--- config.mk ---
export PLATFORM = sky130hd
export DESIGN_NAME = dwpe_top
export DESIGN_NICKNAME = d
export VERILOG_FILES = /design/src/rtl/dwpe_pkg.sv /design/src/rtl/dwpe_parity.sv /design/src/rtl/dwpe_queue.sv /design/src/rtl/dwpe_status.sv /design/src/rtl/dwpe_top.sv
export SDC_FILE = /design/constraint.sdc
export NUM_CORES = 1
export LEC_CHECK = 0
export ABC_AREA = 1
export BUFFER_PORTS_ARGS = -buffer_cell sky130_fd_sc_hd__buf_4
export CAP_MARGIN = 20
export CORE_MARGIN = 4
export CORE_UTILIZATION = 50
export DETAILED_ROUTE_END_ITERATION = 10
export PLACE_DENSITY = 0.72
export SLEW_MARGIN = 10
export SYNTH_ARGS = -nofsm -noshare
export SYNTH_HDL_FRONTEND = slang
export SYNTH_HIERARCHICAL = 1
export SYNTH_SLANG_ARGS = --single-unit
--- constraint.sdc ---
create_clock -name clk -period 3.7 [get_ports clk]
set_clock_uncertainty 0.2 [all_clocks]
set_input_delay 0.37 -clock clk [delete_from_list [all_inputs] [get_ports clk]]
set_output_delay 0.37 -clock clk [all_outputs]
set_load 0.03 [all_outputs]
--- src/rtl/dwpe_pkg.sv ---
package dwpe_pkg;
  typedef enum logic [1:0] {B_IDLE, B_DATA, B_PAR} bus_state_e;
  typedef enum logic [1:0] {Q_EMPTY, Q_PEND, Q_ISSUED, Q_DONE} q_state_e;
endpackage

--- src/rtl/dwpe_parity.sv ---
module dwpe_parity #(
  parameter int W = 36
) (
  input  logic [W-1:0] bits,
  input  logic         par,
  output logic         err
);
  localparam int HALF = W / 2;
  logic lo_x, hi_x;
  assign lo_x = ^bits[HALF-1:0];
  assign hi_x = ^bits[W-1:HALF];
  assign err  = lo_x ^ hi_x ^ par;
endmodule

--- src/rtl/dwpe_queue.sv ---
module dwpe_queue
  import dwpe_pkg::*;
#(
  parameter int DW = 32,
  parameter int BW = DW / 8
) (
  input  logic          clk,
  input  logic          rst_n,
  input  logic          enq,
  input  logic          free,
  input  logic [DW-1:0] in_addr,
  input  logic [DW-1:0] in_data,
  input  logic [BW-1:0] in_be,
  output logic          hit,
  output logic          occupied,
  output logic          done,
  output logic          status,
  output logic          req_valid,
  input  logic          req_ready,
  output logic [DW-1:0] req_addr,
  output logic [DW-1:0] req_data,
  output logic [BW-1:0] req_be,
  input  logic          cpl_valid,
  output logic          cpl_ready,
  input  logic          cpl_err
);
  q_state_e      st;
  logic [DW-1:0] e_addr, e_data;
  logic [BW-1:0] e_be;
  logic          e_err;
  logic [BW-1:0] lane_eq;

  for (genvar i = 0; i < BW; i++) begin : g_lane
    assign lane_eq[i] = (e_data[8*i +: 8] == in_data[8*i +: 8]) && (e_be[i] == in_be[i]);
  end

  assign occupied  = (st != Q_EMPTY);
  assign done      = (st == Q_DONE);
  assign status    = e_err;
  assign hit       = occupied && (e_addr == in_addr) && (&lane_eq);
  assign req_valid = (st == Q_PEND);
  assign cpl_ready = (st == Q_ISSUED);
  assign req_addr  = e_addr;
  assign req_data  = e_data;
  assign req_be    = e_be;

  always_ff @(posedge clk or negedge rst_n) begin
    if (!rst_n) begin
      st     <= Q_EMPTY;
      e_addr <= '0;
      e_data <= '0;
      e_be   <= '0;
      e_err  <= 1'b0;
    end else begin
      unique case (st)
        Q_EMPTY: if (enq) begin
          st     <= Q_PEND;
          e_addr <= in_addr;
          e_data <= in_data;
          e_be   <= in_be;
          e_err  <= 1'b0;
        end
        Q_PEND:   if (req_valid && req_ready) st <= Q_ISSUED;
        Q_ISSUED: if (cpl_valid && cpl_ready) begin
          st    <= Q_DONE;
          e_err <= cpl_err;
        end
        Q_DONE:   if (free) st <= Q_EMPTY;
        default:  st <= Q_EMPTY;
      endcase
    end
  end

  // an enqueue only lands in an empty slot
  p_enq_empty_r4: assert property (@(posedge clk) disable iff (!rst_n)
    enq |-> !occupied);
  // freeing happens only after a completion was accepted
  p_free_done_r9: assert property (@(posedge clk) disable iff (!rst_n)
    free |-> done);
  // request held stable under back-pressure
  p_req_hold_r7: assert property (@(posedge clk) disable iff (!rst_n)
    (req_valid && !req_ready) |=> (req_valid && $stable(req_addr) && $stable(req_data) && $stable(req_be)));
  // request and completion readiness never overlap
  p_req_cpl_excl_r7: assert property (@(posedge clk) disable iff (!rst_n)
    !(req_valid && cpl_ready));
endmodule

--- src/rtl/dwpe_status.sv ---
module dwpe_status (
  input  logic clk,
  input  logic rst_n,
  input  logic set,
  input  logic mask,
  input  logic clr_dpe,
  input  logic clr_irq,
  output logic dpe,
  output logic irq
);
  always_ff @(posedge clk or negedge rst_n) begin
    if (!rst_n) begin
      dpe <= 1'b0;
      irq <= 1'b0;
    end else begin
      dpe <= (dpe && !clr_dpe) || set;
      irq <= (irq && !clr_irq) || (set && !mask);
    end
  end

  // sticky until cleared
  p_dpe_sticky_r5: assert property (@(posedge clk) disable iff (!rst_n)
    (dpe && !clr_dpe) |=> dpe);
  // interrupt bit rises only on an unmasked detection
  p_irq_masked_r6: assert property (@(posedge clk) disable iff (!rst_n)
    $rose(irq) |-> $past(set && !mask));
  // interrupt bit never rises without the status bit
  p_irq_with_dpe_r6: assert property (@(posedge clk) disable iff (!rst_n)
    $rose(irq) |-> dpe);
endmodule

--- src/rtl/dwpe_top.sv ---
module dwpe_top
  import dwpe_pkg::*;
#(
  parameter int         DW         = 32,
  parameter int         BW         = DW / 8,
  parameter logic [3:0] CFG_WR_CMD = 4'b1011
) (
  input  logic          clk,
  input  logic          rst_n,
  input  logic          perr_resp_en,
  input  logic          irq_mask,
  input  logic          addr_phase,
  input  logic          data_phase,
  input  logic [DW-1:0] ad,
  input  logic [BW-1:0] cbe,
  input  logic          par,
  output logic          trdy_n,
  output logic          stop_n,
  output logic          perr_n,
  output logic          rsp_err,
  output logic          req_valid,
  input  logic          req_ready,
  output logic [DW-1:0] req_addr,
  output logic [DW-1:0] req_data,
  output logic [BW-1:0] req_be,
  input  logic          cpl_valid,
  output logic          cpl_ready,
  input  logic          cpl_err,
  output logic          dpe_sts,
  output logic          irq_sts,
  input  logic          clr_dpe,
  input  logic          clr_irq
);
  localparam int PW = DW + BW;

  bus_state_e    bst;
  logic [DW-1:0] cap_addr, cap_data;
  logic [BW-1:0] cap_be;
  logic          decide, par_err;
  logic          q_hit, q_occ, q_done, q_status;
  logic          fire_perr, do_enq, do_cmpl, do_stop;
  logic          perr_p1, perr_p2;

  always_ff @(posedge clk or negedge rst_n) begin
    if (!rst_n) begin
      bst      <= B_IDLE;
      cap_addr <= '0;
      cap_data <= '0;
      cap_be   <= '0;
    end else begin
      unique case (bst)
        B_IDLE: if (addr_phase && (cbe[3:0] == CFG_WR_CMD)) begin
          cap_addr <= ad;
          bst      <= B_DATA;
        end
        B_DATA: if (data_phase) begin
          cap_data <= ad;
          cap_be   <= cbe;
          bst      <= B_PAR;
        end
        B_PAR:   bst <= B_IDLE;
        default: bst <= B_IDLE;
      endcase
    end
  end

  assign decide = (bst == B_PAR);

  dwpe_parity #(.W(PW)) u_par (
    .bits ({cap_be, cap_data}),
    .par  (par),
    .err  (par_err)
  );

  always_comb begin
    fire_perr = decide && par_err && perr_resp_en;
    do_enq    = decide && !fire_perr && !q_occ;
    do_cmpl   = decide && !fire_perr && q_hit && q_done;
    do_stop   = decide && !fire_perr && !do_cmpl;
  end

  always_ff @(posedge clk or negedge rst_n) begin
    if (!rst_n) begin
      trdy_n  <= 1'b1;
      stop_n  <= 1'b1;
      rsp_err <= 1'b0;
      perr_p1 <= 1'b0;
      perr_p2 <= 1'b0;
      perr_n  <= 1'b1;
    end else begin
      trdy_n  <= !(fire_perr || do_cmpl);
      stop_n  <= !do_stop;
      rsp_err <= do_cmpl && q_status;
      perr_p1 <= fire_perr;
      perr_p2 <= perr_p1;
      perr_n  <= !perr_p2;
    end
  end

  dwpe_queue #(.DW(DW), .BW(BW)) u_q (
    .clk       (clk),
    .rst_n     (rst_n),
    .enq       (do_enq),
    .free      (do_cmpl),
    .in_addr   (cap_addr),
    .in_data   (cap_data),
    .in_be     (cap_be),
    .hit       (q_hit),
    .occupied  (q_occ),
    .done      (q_done),
    .status    (q_status),
    .req_valid (req_valid),
    .req_ready (req_ready),
    .req_addr  (req_addr),
    .req_data  (req_data),
    .req_be    (req_be),
    .cpl_valid (cpl_valid),
    .cpl_ready (cpl_ready),
    .cpl_err   (cpl_err)
  );

  dwpe_status u_sts (
    .clk     (clk),
    .rst_n   (rst_n),
    .set     (decide && par_err),
    .mask    (irq_mask),
    .clr_dpe (clr_dpe),
    .clr_irq (clr_irq),
    .dpe     (dpe_sts),
    .irq     (irq_sts)
  );

  // the two handshake responses are exclusive
  p_resp_excl_r1: assert property (@(posedge clk) disable iff (!rst_n)
    !(!trdy_n && !stop_n));
  // a response only follows the parity sampling cycle
  p_resp_after_par_r1: assert property (@(posedge clk) disable iff (!rst_n)
    (!trdy_n || !stop_n) |-> $past(bst == B_PAR));
  // PERR# two clocks after TRDY#
  p_perr_delay_r3: assert property (@(posedge clk) disable iff (!rst_n)
    !perr_n |-> $past(!trdy_n, 2));
  // PERR# lasts one clock
  p_perr_single_r3: assert property (@(posedge clk) disable iff (!rst_n)
    !perr_n |=> perr_n);
  // a PERR# implies a recorded detection
  p_perr_dpe_r5: assert property (@(posedge clk) disable iff (!rst_n)
    (!perr_n && !$past(clr_dpe) && !$past(clr_dpe, 2)) |-> dpe_sts);
endmodule

==> flow_metrics.env <==
export IMPL_fin_util_pct=64.20
export IMPL_gp_congestion=0.8427
export IMPL_detail_route_antenna_nets=0
export IMPL_worst_slack_ns=0.5770
export IMPL_path_class="flip-flop to flip-flop"
export IMPL_pin_count=124
export IMPL_report_final_setup_viol=0
export IMPL_antenna_found_initial=0
export IMPL_dieWidth_um=132.7
export IMPL_mostFrequentLayoutCells="460 x nand2_1, 146 x dfrtp_1, 126 x buf_4, 122 x inv_1, 52 x o21ai_0"
export IMPL_critPathMaxStageDelay_ns=0.43
export IMPL_start_util_pct=51.13
export IMPL_yosysWarnings=6
export IMPL_place_worst_setup_slack_ns=0.6246
export IMPL_ctsHoldBuffers=40
export IMPL_grt_ovfl_total=0
export IMPL_hp_start="cpl_err"
export IMPL_synth_area_per_cell_sq_um=7.688
export IMPL_grt_usage_pct=22.91
export IMPL_finalCriticalPeriod_ns=3.123
export IMPL_final_common_cell="nand2_1"
export IMPL_drt_first_pass_iters=5
export IMPL_grt_first_pass_wirelength_um=32000
export IMPL_rsz0062_at_grt="no"
export IMPL_clockRootBuffer="clkbuf_16"
export IMPL_crit_path_end_kind="flip-flop"
export IMPL_cts_tree="built"
export IMPL_worst_pin_slew_ns=0.6146
export IMPL_clock_latency_ns=0.43
export IMPL_drv_cap=0
export IMPL_area_growth_syn_to_layout_pct=25.56
export IMPL_crit_chain="nand2_1 > inv_1 > nor2_2 > nand2_1 > nand2_1 > nand2_1 > nand3_1 > nand2_1 > nand2_1 > nand2_1 > nand2_1 > inv_1 > nor2_1 > inv_1 > o21ai_0 > nor2_1 > nand2_4 > buf_12 > mux2_4"
export IMPL_grt_pass1_vias=6485
export IMPL_cp_slowest_cell="dfrtp_1"
export IMPL_max_slew_margin_pct=59.03
export IMPL_nNetsFinal=1224
export IMPL_ys_seq_area_share_pct=48.02
export IMPL_wl_um=19870
export IMPL_yosysUniqueCellTypes=31
export IMPL_synthesis_nets=1063
export IMPL_power_leakage_nw=5.333
export IMPL_dr_first_iter_drc_count=388
export IMPL_ctsResizeCount=0
export IMPL_path_clk_slew_ns=0.06
export IMPL_dr_total_vias=6786
export IMPL_hpwl_um=13870
export IMPL_post_cts_setup_buffers=0
export IMPL_synth_area_sq_um=7772
export IMPL_die_y_um=132.7
export IMPL_rows=45
export IMPL_wl_per_cell_um=14.48
export IMPL_synth_top_area_cell="dfrtp_1"
export IMPL_status="completed"
export IMPL_antennaDiodeCount=0
export IMPL_io_buffers=123
export IMPL_irDropWorstVdd_uv=350.7
export IMPL_ys_top_cells_by_area="dfrtp_1 47%, nand2_1 22%, inv_1 5.9%"
export IMPL_viasPerCell=4.946
export IMPL_ctsLongestPathBuffers=2
export IMPL_required_ns=3.80
export IMPL_drv_slew=0
export IMPL_synth_seq_cells=149
export IMPL_critPathArrivalTime_ns=3.23
export IMPL_path_max_fanout=55
export IMPL_synth_cells=1011
export IMPL_synth_top_cell_area_share_pct=47.01
export IMPL_post_route_period_util_pct=84.40
export IMPL_crit_path_start="cap_data[18]"
export IMPL_core_area_sq_um=15200
export IMPL_htreeDepth=4
export IMPL_hp_class="primary input to flip-flop"
export IMPL_hold_violations=0
export IMPL_dieArea_sq_um=17600
export IMPL_drc=0
export IMPL_finalSetupTns_ns=0
export IMPL_pwr_density_cell_nw_per_um2=524.9
export IMPL_fmax_mhz=320.2
export IMPL_cts_inserted_buffers=17
export IMPL_clock_sinks=149
export IMPL_grt_max_degree=66
export IMPL_critical_path_startpoint_type="flip-flop"
export IMPL_crit_top_cell="nand2_1"
export IMPL_reg2reg_from="cap_data[18]"
export IMPL_drive_gt1_share_pct=17.65
[worst paths after layout]
path                            depth (start not counted)  slack [ns]                to
worst max-delay path                                   19        0.58     u_q/req_be[2]
worst min-delay path                                    3        0.02        u_q/status
worst max register to register                         19        0.58     u_q/req_be[2]
worst min register to register                          1        0.16            perr_n
max in group asynchronous                               3        2.19      cap_data[14]
min in group asynchronous                               2        0.31  u_q/req_addr[22]
[registers in the layout (all words and copies together) (netlist names)]
register / count
perr_p1: 1
u_sts/irq: 1
cap_data: 32
rsp_err: 1
u_q/st: 2
u_sts/dpe: 1
stop_n: 1
perr_p2: 1
cap_be: 4
u_q/req_data: 32
trdy_n: 1
u_q/req_addr: 32
bst: 2
perr_n: 1
cap_addr: 32
u_q/req_be: 4
u_q/status: 1
[synthesized netlist by cell type (all sizes together)]
cell,instances
o221ai,1
inv,130
nand3,44
o22ai,2
dfrtp,146
mux2,20
dfstp,3
xor2,10
nand2,470
nor3,1
or2,2
nand3b,1
nor2,52
a21oi,5
nand4,4
buf,24
clkbuf,4
o211ai,1
ha,4
xnor2,24
o21ai,63
[cell families after synthesis]
family                   after synthesis  synth area share (%)
flip-flops                           149                 48.02
buffers and inverters                158                 9.401
adder cells (fa/ha/maj)                4                0.6439
XOR/XNOR                              34                 3.831
AND/OR/NAND/NOR                      574                 29.30
AO/OA/AOI/OAI                         72                 4.942
multiplexers                          20                 3.864
[final cells by class]
class / instances / area (sq um)
fill: 1318 / 5443
clock inverter: 8 / 73.82
tap: 188 / 235.2
timing repair buffer: 170 / 1418
clock buffer: 23 / 498.0
sequential: 149 / 3732
multi-input combinational: 704 / 3314
inverter: 130 / 488.0
[layer usage]
layer | GRT usage [%] | vias to the layer above | share of wire, %
met4 | 8.141 | 0 | 2.3
met5 | 0 | - | 0
met1 | 28.16 | 3191 | 42
met3 | 6.350 | 35 | 5.2
li1 | - | 3385 | -
met2 | 38.83 | 175 | 50
[worst max-delay path, delay by kind of cell (launching register included)]
kind                   cells  cell delay (ns)
AO/OA/AOI/OAI              1             0.29
buffers and inverters      4             0.42
flip-flops                 1             0.43
multiplexers               1             0.33
AND/OR/NAND/NOR           13             1.27
[where the power goes]
group / switching (mW) / internal [mW]
sequential: 0.269 / 1.83
combinational: 0.811 / 0.542
clock: 0.662 / 1.01
[stage by stage]
step / hold slack [ns] / instance area (sq um) / total power [mW] / cells
after CTS: 0.002078 / 9759 / 5.151 / 1372
after detailed placement: 0.1469 / 8787 / 3.431 / 1301
after global placement: 0.1367 / 8787 / 3.379 / 1301
after global routing: 0.02712 / 9759 / 5.473 / 1372
final: 0.01507 / 9759 / 5.123 / 1372
after floorplan: -0.1256 / 7772 / 3.057 / 1011
Note: power is estimated with default switching activity, not from simulation.
